===== config.mk =====
export PLATFORM = sky130hd
export DESIGN_NAME = jtag_dbg_bridge
export DESIGN_NICKNAME = d
export VERILOG_FILES = /design/src/rtl/jdb_pkg.sv /design/src/rtl/jdb_decode.sv /design/src/rtl/jdb_shreg.sv /design/src/rtl/jdb_wbm.sv /design/src/rtl/jtag_dbg_bridge.sv
export SDC_FILE = /design/constraint.sdc
export NUM_CORES = 1
export LEC_CHECK = 0
export ABC_AREA = 1
export CAP_MARGIN = 20
export CORE_ASPECT_RATIO = 0.5
export CORE_UTILIZATION = 60
export CTS_BUF_LIST = sky130_fd_sc_hd__clkbuf_2 sky130_fd_sc_hd__clkbuf_4 sky130_fd_sc_hd__clkbuf_8
export CTS_CLUSTER_SIZE = 24
export DETAILED_ROUTE_END_ITERATION = 10
export DONT_BUFFER_PORTS = 1
export GPL_TIMING_DRIVEN = 0
export PLACE_DENSITY = 0.76
export SLEW_MARGIN = 20
export SYNTH_ARGS = -nofsm -noshare
export SYNTH_HDL_FRONTEND = slang
export SYNTH_SLANG_ARGS = --single-unit

===== constraint.sdc =====
create_clock -name clk -period 1.8 [get_ports clk]
set_clock_uncertainty 0.15 [all_clocks]
set_input_delay 0.09 -clock clk [delete_from_list [all_inputs] [get_ports clk]]
set_output_delay 0.09 -clock clk [all_outputs]
set_load 0.005 [all_outputs]

===== src/rtl/jdb_pkg.sv =====
// Package: shared instruction codes and data-register select type for the
// scan-port debug bridge. Assumes a 4-bit or wider instruction register.
package jdb_pkg;

    localparam int IR_IDCODE = 1;
    localparam int IR_DADDR  = 5;
    localparam int IR_DREAD  = 6;
    localparam int IR_DWRRD  = 7;
    localparam int IR_BADDR  = 8;
    localparam int IR_BREAD  = 9;
    localparam int IR_BWRRD  = 10;

    typedef enum logic [2:0] {
        SEL_BYPASS,
        SEL_IDENT,
        SEL_DADDR,
        SEL_DREAD,
        SEL_DWRRD,
        SEL_BADDR,
        SEL_BREAD,
        SEL_BWRRD
    } dr_sel_e;

endpackage


===== src/rtl/jdb_decode.sv =====
// Module: instruction decoder. Maps the instruction value to a data-register
// select and the index of that register's top bit in the shared shift
// register. Purely combinational; assumes every width fits in SR_W.
module jdb_decode
    import jdb_pkg::*;
#(
    parameter int IR_W   = 4,
    parameter int ID_W   = 32,
    parameter int DBG_AW = 8,
    parameter int DBG_DW = 64,
    parameter int BUS_AW = 16,
    parameter int BUS_DW = 16,
    parameter int IDX_W  = 6
) (
    input  logic [IR_W-1:0]  ir_value,
    output dr_sel_e          sel,
    output logic [IDX_W-1:0] top_idx
);

    // Select a data register and its length from the instruction value.
    always_comb begin
        case (ir_value)
            IR_W'(IR_IDCODE): begin sel = SEL_IDENT; top_idx = IDX_W'(ID_W - 1);   end
            IR_W'(IR_DADDR):  begin sel = SEL_DADDR; top_idx = IDX_W'(DBG_AW - 1); end
            IR_W'(IR_DREAD):  begin sel = SEL_DREAD; top_idx = IDX_W'(DBG_DW - 1); end
            IR_W'(IR_DWRRD):  begin sel = SEL_DWRRD; top_idx = IDX_W'(DBG_DW - 1); end
            IR_W'(IR_BADDR):  begin sel = SEL_BADDR; top_idx = IDX_W'(BUS_AW - 1); end
            IR_W'(IR_BREAD):  begin sel = SEL_BREAD; top_idx = IDX_W'(BUS_DW - 1); end
            IR_W'(IR_BWRRD):  begin sel = SEL_BWRRD; top_idx = IDX_W'(BUS_DW - 1); end
            default:          begin sel = SEL_BYPASS; top_idx = '0;               end
        endcase
    end

endmodule


===== src/rtl/jdb_shreg.sv =====
// Module: shared serial shift register. Parallel load has priority over
// shift. A shift moves the word toward bit 0 and inserts the serial input
// at the top bit of the currently selected register length.
module jdb_shreg #(
    parameter int SR_W  = 64,
    parameter int IDX_W = 6
) (
    input  logic             clk,
    input  logic             rst_n,
    input  logic             load,
    input  logic [SR_W-1:0]  load_val,
    input  logic             shift,
    input  logic             tdi,
    input  logic [IDX_W-1:0] top_idx,
    output logic [SR_W-1:0]  sr
);

    logic [SR_W-1:0] sr_next;

    // Compute the shifted word with the input bit placed at the top index.
    always_comb begin
        sr_next          = sr >> 1;
        sr_next[top_idx] = tdi;
    end

    // Register: reset, parallel load or one-bit shift.
    always_ff @(posedge clk) begin
        if (!rst_n)     sr <= '0;
        else if (load)  sr <= load_val;
        else if (shift) sr <= sr_next;
    end

endmodule


===== src/rtl/jdb_wbm.sv =====
// Module: single-transfer Wishbone classic master. A read request performs
// one read. A write request performs a write, then a read of the same
// address. The result of the last read is held in rdata_hold. Requests are
// ignored while busy. Assumes the slave raises ack only while stb is high.
module jdb_wbm #(
    parameter int AW = 16,
    parameter int DW = 16
) (
    input  logic          clk,
    input  logic          rst_n,
    input  logic          start_rd,
    input  logic          start_wr,
    input  logic [AW-1:0] addr,
    input  logic [DW-1:0] wdata,
    output logic          busy,
    output logic [DW-1:0] rdata_hold,
    output logic [AW-1:0] wb_adr_o,
    output logic [DW-1:0] wb_dat_o,
    input  logic [DW-1:0] wb_dat_i,
    output logic          wb_we_o,
    output logic          wb_cyc_o,
    output logic          wb_stb_o,
    input  logic          wb_ack_i
);

    typedef enum logic [1:0] {ST_IDLE, ST_WRITE, ST_READ} wbm_state_e;
    wbm_state_e state;

    // Transfer sequencing, address/data latching and read-result capture.
    always_ff @(posedge clk) begin
        if (!rst_n) begin
            state      <= ST_IDLE;
            wb_adr_o   <= '0;
            wb_dat_o   <= '0;
            rdata_hold <= '0;
        end else begin
            case (state)
                ST_IDLE: begin
                    if (start_wr) begin
                        state    <= ST_WRITE;
                        wb_adr_o <= addr;
                        wb_dat_o <= wdata;
                    end else if (start_rd) begin
                        state    <= ST_READ;
                        wb_adr_o <= addr;
                    end
                end
                ST_WRITE: if (wb_ack_i) state <= ST_READ;
                ST_READ: begin
                    if (wb_ack_i) begin
                        rdata_hold <= wb_dat_i;
                        state      <= ST_IDLE;
                    end
                end
                default: state <= ST_IDLE;
            endcase
        end
    end

    // Bus control lines follow the state.
    always_comb begin
        busy     = (state != ST_IDLE);
        wb_cyc_o = busy;
        wb_stb_o = busy;
        wb_we_o  = (state == ST_WRITE);
    end

    assert_cyc_stb_R10: assert property (@(posedge clk) disable iff (!rst_n)
        wb_cyc_o == wb_stb_o);

    assert_hold_until_ack_R10: assert property (@(posedge clk) disable iff (!rst_n)
        (wb_cyc_o && !wb_ack_i) |=> (wb_cyc_o && $stable(wb_adr_o) && $stable(wb_we_o)));

endmodule


===== src/rtl/jtag_dbg_bridge.sv =====
// Module: data-register side of a scan test port. Decodes the instruction,
// loads the shared shift register on capture and acts on update: it latches
// the addresses, pulses a debug register write, or starts bus transfers.
// Assumes one-cycle capture/update strobes and no capture during shift.
module jtag_dbg_bridge
    import jdb_pkg::*;
#(
    parameter int          IR_W     = 4,
    parameter int          ID_W     = 32,
    parameter logic [31:0] ID_VALUE = 32'h0000_18FF,
    parameter int          DBG_AW   = 8,
    parameter int          DBG_DW   = 64,
    parameter int          BUS_AW   = 16,
    parameter int          BUS_DW   = 16
) (
    input  logic              clk,
    input  logic              rst_n,
    input  logic [IR_W-1:0]   ir_value,
    input  logic              capture_dr,
    input  logic              shift_dr,
    input  logic              update_dr,
    input  logic              tdi,
    output logic              tdo,
    output logic [DBG_AW-1:0] dbg_addr,
    input  logic [DBG_DW-1:0] dbg_rdata,
    output logic [DBG_DW-1:0] dbg_wdata,
    output logic              dbg_we,
    output logic [BUS_AW-1:0] wb_adr_o,
    output logic [BUS_DW-1:0] wb_dat_o,
    input  logic [BUS_DW-1:0] wb_dat_i,
    output logic              wb_we_o,
    output logic              wb_cyc_o,
    output logic              wb_stb_o,
    input  logic              wb_ack_i
);

    localparam int W1    = (ID_W > DBG_DW) ? ID_W : DBG_DW;
    localparam int W2    = (W1 > DBG_AW) ? W1 : DBG_AW;
    localparam int W3    = (W2 > BUS_AW) ? W2 : BUS_AW;
    localparam int SR_W  = (W3 > BUS_DW) ? W3 : BUS_DW;
    localparam int IDX_W = (SR_W > 1) ? $clog2(SR_W) : 1;

    dr_sel_e            sel;
    logic [IDX_W-1:0]   top_idx;
    logic [SR_W-1:0]    sr;
    logic [SR_W-1:0]    cap_val;
    logic [BUS_AW-1:0]  bus_addr;
    logic [BUS_DW-1:0]  bus_hold;
    logic               bus_busy;
    logic               cap_en;
    logic               upd_en;
    logic               start_rd;
    logic               start_wr;

    jdb_decode #(
        .IR_W(IR_W), .ID_W(ID_W), .DBG_AW(DBG_AW), .DBG_DW(DBG_DW),
        .BUS_AW(BUS_AW), .BUS_DW(BUS_DW), .IDX_W(IDX_W)
    ) u_decode (
        .ir_value(ir_value),
        .sel     (sel),
        .top_idx (top_idx)
    );

    // Strobes are honoured only when no bus transfer is open.
    always_comb begin
        cap_en   = capture_dr && !bus_busy;
        upd_en   = update_dr  && !bus_busy;
        start_rd = upd_en && (sel == SEL_BREAD);
        start_wr = upd_en && (sel == SEL_BWRRD);
    end

    // Choose the parallel capture value for the selected register.
    always_comb begin
        cap_val = '0;
        case (sel)
            SEL_IDENT:             cap_val[ID_W-1:0]   = ID_VALUE[ID_W-1:0];
            SEL_DADDR:             cap_val[DBG_AW-1:0] = dbg_addr;
            SEL_DREAD, SEL_DWRRD:  cap_val[DBG_DW-1:0] = dbg_rdata;
            SEL_BADDR:             cap_val[BUS_AW-1:0] = bus_addr;
            SEL_BREAD, SEL_BWRRD:  cap_val[BUS_DW-1:0] = bus_hold;
            default:               cap_val = '0;
        endcase
    end

    jdb_shreg #(.SR_W(SR_W), .IDX_W(IDX_W)) u_shreg (
        .clk     (clk),
        .rst_n   (rst_n),
        .load    (cap_en),
        .load_val(cap_val),
        .shift   (shift_dr),
        .tdi     (tdi),
        .top_idx (top_idx),
        .sr      (sr)
    );

    assign tdo = sr[0];

    // Update actions: address latches and the debug write pulse.
    always_ff @(posedge clk) begin
        if (!rst_n) begin
            dbg_addr  <= '0;
            bus_addr  <= '0;
            dbg_wdata <= '0;
            dbg_we    <= 1'b0;
        end else begin
            dbg_we <= 1'b0;
            if (upd_en) begin
                case (sel)
                    SEL_DADDR: dbg_addr <= sr[DBG_AW-1:0];
                    SEL_BADDR: bus_addr <= sr[BUS_AW-1:0];
                    SEL_DWRRD: begin
                        dbg_wdata <= sr[DBG_DW-1:0];
                        dbg_we    <= 1'b1;
                    end
                    default: ;
                endcase
            end
        end
    end

    jdb_wbm #(.AW(BUS_AW), .DW(BUS_DW)) u_wbm (
        .clk       (clk),
        .rst_n     (rst_n),
        .start_rd  (start_rd),
        .start_wr  (start_wr),
        .addr      (bus_addr),
        .wdata     (sr[BUS_DW-1:0]),
        .busy      (bus_busy),
        .rdata_hold(bus_hold),
        .wb_adr_o  (wb_adr_o),
        .wb_dat_o  (wb_dat_o),
        .wb_dat_i  (wb_dat_i),
        .wb_we_o   (wb_we_o),
        .wb_cyc_o  (wb_cyc_o),
        .wb_stb_o  (wb_stb_o),
        .wb_ack_i  (wb_ack_i)
    );

    assert_capture_blocked_R11: assert property (@(posedge clk) disable iff (!rst_n)
        (capture_dr && !shift_dr && wb_cyc_o) |=> $stable(sr));

    assert_no_start_busy_R11: assert property (@(posedge clk) disable iff (!rst_n)
        (wb_cyc_o && wb_ack_i && !wb_we_o) |=> !wb_cyc_o);

    assert_write_pulse_R6: assert property (@(posedge clk) disable iff (!rst_n)
        dbg_we |=> !dbg_we);

endmodule


==> flow_metrics.py <==
metrics = {
    "logic_synthesis": {
        "yosysMostFrequentCell": "nor2_1",
        "syn_inst": 1049,
        "synthArstFlopShare": 0,
        "synth_area_leader_cell": "dfxtp_1",
        "yosysWarnings": 0,
        "synth-main-ff-cell": "dfxtp_1",
        "ys_seq_area_frac": 0.5070,
        "synth_top_area_frac": 0.5070,
        "synth-edff-count": 0,
        "synthDistinctLibCells": 26,
        "netlist_top_cells_count": "nor2_1, o21ai_0, dfxtp_1",
        "postSynthAreaPerCell_um2": 7.641,
        "synth_nets": 1140,
        "synth_area_um2": 8015,
        "ys_ff_latch": 203,
        "synth_area_leaders": "dfxtp_1, o21ai_0, nor2_1",
    },
    "die": {
        "placementRows": 29,
        "die_y_um": 83.73,
        "start_util": 0.6240,
        "die_w_um": 165.5,
        "die_area_um2": 13850,
        "core_area_um2": 12840,
        "pin_count": 200,
    },
    "sta": {
        "rsz0062_at_grt": "yes",
        "fmax_ghz": 0.5580,
        "finalCritPeriodShare": 0.9957,
        "relSlewSlack": 0.6180,
        "worst_slew_pin_slew_ps": 573.0,
        "fin_crit_ps": 1792,
        "finalHoldViolCount": 6,
        "tns_ps": 0,
        "setup_viol": 0,
        "final_max_slew_viol_count": 0,
        "whs_ps": -13.94,
    },
    "clocking": {
        "clk_pin_slew_ps": 70,
        "clkLatencyLatePin_ps": 550,
        "numCtsBuffers": 27,
        "clock_path_buffers": 3,
        "cts_sinks": 203,
        "htree_levels": 1,
        "cts_tree": "yes",
        "cts_root_buf": "clkbuf_8",
    },
    "status": {
        "violations": "design-rule violations, negative hold slack",
        "status": "finished, violations left",
    },
    "worst_setup_path": {
        "cp.buffers_inverters": 4,
        "timing.critical_path.fanout_max": 10,
        "crit_top_cell": "dlygate4sd3_1",
        "critPathKind": "in2reg",
        "crit_family": "buffers and inverters",
        "required_ps": 2130,
        "critPathMaxStageDelay_ps": 600,
        "cp-end-kind": "register",
        "worstPathArrival_ps": 2130,
        "crit_path_start_kind": "input port",
        "path_cells": "inv_1 > nor2_1 > dlygate4sd3_1 > nand2_2 > buf_6 > nand4_1 > nand3_1 > dlygate4sd3_1 > nand2_1 > a21oi_1",
        "crit_slowest_cell": "dlygate4sd3_1",
    },
    "power": {
        "ir_drop_mv": 0.6199,
        "clkPwrFrac": 0.393,
        "power_density_nw_per_um2": 966.6,
        "combPwrFrac": 0.103,
        "pwr-share-seq": 0.504,
        "cellInternalPower_mw": 7.165,
        "power.leakage_nw": 3.990,
        "power_switching_mw": 2.510,
        "switching_share": 0.2594,
    },
    "drt": {
        "drt-initial-drc-count": 1045,
        "ant_nets": 0,
        "num_vias": 8149,
        "dr.pass1.iters": 10,
        "wire_per_inst_um": 18.24,
        "drc": 26,
        "finalWirelength_mm": 25.21,
        "via_per_inst": 5.897,
    },
    "grt": {
        "met3_usage": 0.09290,
        "grt_util_all_layers": 0.3577,
        "grtUsageMet2": 0.5818,
        "grt_use_met1": 0.4519,
        "antenna_found_initial": 1,
        "grt-busiest-layer": "met2",
        "grt_pass1_wl_mm": 39.19,
        "grt_max_degree": 14,
        "grt_pass1_vias": 7912,
        "overflow": 0,
    },
    "cells_and_area": {
        "instances_no_fill": 1382,
        "layout-drive-gt1-share": 0.1016,
        "area_growth_pct": 24.88,
        "fillers": 977,
        "layout.nets": 1281,
    },
    "placed_design": {
        "gp_congestion": 0.9543,
        "dp_cells": 1219,
        "place_hpwl_mm": 16.19,
        "portBuffers": 0,
    },
    "job": {
        "cap_violations": 0,
    },
    "hold_path": {
        "hold_path_class": "in2reg",
    },
}
## flip-flops by register name, summed over array words and instances (netlist names)
signal and flops:
u_wbm.wb_adr_o 16, u_wbm.wb_dat_o 16, dbg_wdata 64, dbg_addr 8
bus_addr 16, u_wbm.state 2, u_shreg.sr 64, dbg_we 1
u_wbm.rdata_hold 16
## final timing paths
kind,from,slack (ps),to,cells past startpoint
max,ir_value[0],8,u_shreg.sr[0],10
min,wb_ack_i,-10,u_wbm.rdata_hold[12],3
max reg2reg,u_wbm.state[1],40,u_shreg.sr[47],6
min reg2reg,u_wbm.rdata_hold[12],300,u_wbm.rdata_hold[12],2
## worst min-delay path, delay by kind of cell
kind,cells,cell delay (ps)
buffers and inverters,1,240
AO/OA/AOI/OAI,1,170
AND/OR/NAND/NOR,1,140
## per-layer routing
metal | part of all wire | vias up | routed length [µm]
li1 | - | 3804 | -
met1 | 0.41 | 3798 | 10380
met2 | 0.45 | 479 | 11360
met3 | 0.11 | 68 | 2751
met4 | 0.029 | 0 | 724
met5 | 0 | - | 0
## cell type report
class | instances | area [µm²] | area share
Buffer | 77 | 435.4 | 0.04350
Clock inverter | 5 | 52.55 | 0.005250
Multi-Input combinational cell | 730 | 3431 | 0.3427
Tap cell | 170 | 212.7 | 0.02125
Timing Repair Buffer | 112 | 1111 | 0.1110
Inverter | 39 | 151.4 | 0.01512
Clock buffer | 45 | 544.3 | 0.05438
Antenna cell | 1 | 2.502 | 0.0002500
Sequential cell | 203 | 4069 | 0.4065
## timing repair
item	in CTS	in global routing
gates cloned	0	0
setup endpoints to repair	52	151
hold buffers	107	0
setup buffers	1	4
resized for setup	11	43
endpoints found under the hold margin	127	0
pin swaps	1	3
## through the flow
step	util	power, mW	cell area (µm²)	worst slack (ps)
floorplan	-	5.455	8015	275.8
global placement	0.6406	5.661	8228	-31.50
detailed placement	0.6406	5.688	8228	-50.06
CTS	0.7722	9.584	9918	-13.98
global route	0.7793	9.979	10010	-26.84
finish	0.7793	9.675	10010	7.788
## placed cells by master, fill, tap and decap left out, types with 2 or more instances in the layout
cell type | synthesis | layout
nor2_1 | 238 | 238
o21ai_0 | 222 | 211
dfxtp_1 | 203 | 201
dlygate4sd3_1 | 0 | 106
nand2_1 | 100 | 98
a21oi_1 | 91 | 91
a22oi_1 | 44 | 44
clkbuf_1 | 49 | 33
clkbuf_8 | 0 | 33
inv_1 | 32 | 31
clkbuf_2 | 1 | 16
o21ai_1 | 4 | 15
nand3_1 | 14 | 13
buf_4 | 8 | 13
clkbuf_4 | 0 | 13
buf_2 | 10 | 10
buf_6 | 8 | 7
inv_2 | 6 | 6
clkinv_2 | 1 | 4
nor2_4 | 2 | 3
nand3_2 | 2 | 3
nor2_2 | 4 | 3
nand4_1 | 3 | 3
nand2_2 | 1 | 2
o211ai_1 | 2 | 2
clkinvlp_4 | 0 | 2
## power by group through the flow
stage	Sequential, mW	Clock (mW)	Combinational (mW)
floorplan	4.90	0	0.560
global placement	4.96	0	0.704
detailed placement	4.96	0	0.726
CTS	4.86	3.79	0.933
global route	4.89	3.99	1.09
finish	4.88	3.80	0.996
## kinds of logic (layout without fill, tap and decap cells)
family	after synthesis	in the layout	synth area share
flip-flops	203	203	0.5070
other	0	1	0
buffers and inverters	116	278	0.06744
AO/OA/AOI/OAI	364	364	0.2418
AND/OR/NAND/NOR	366	366	0.1837
No activity file was read; power rests on OpenSTA's default activity.
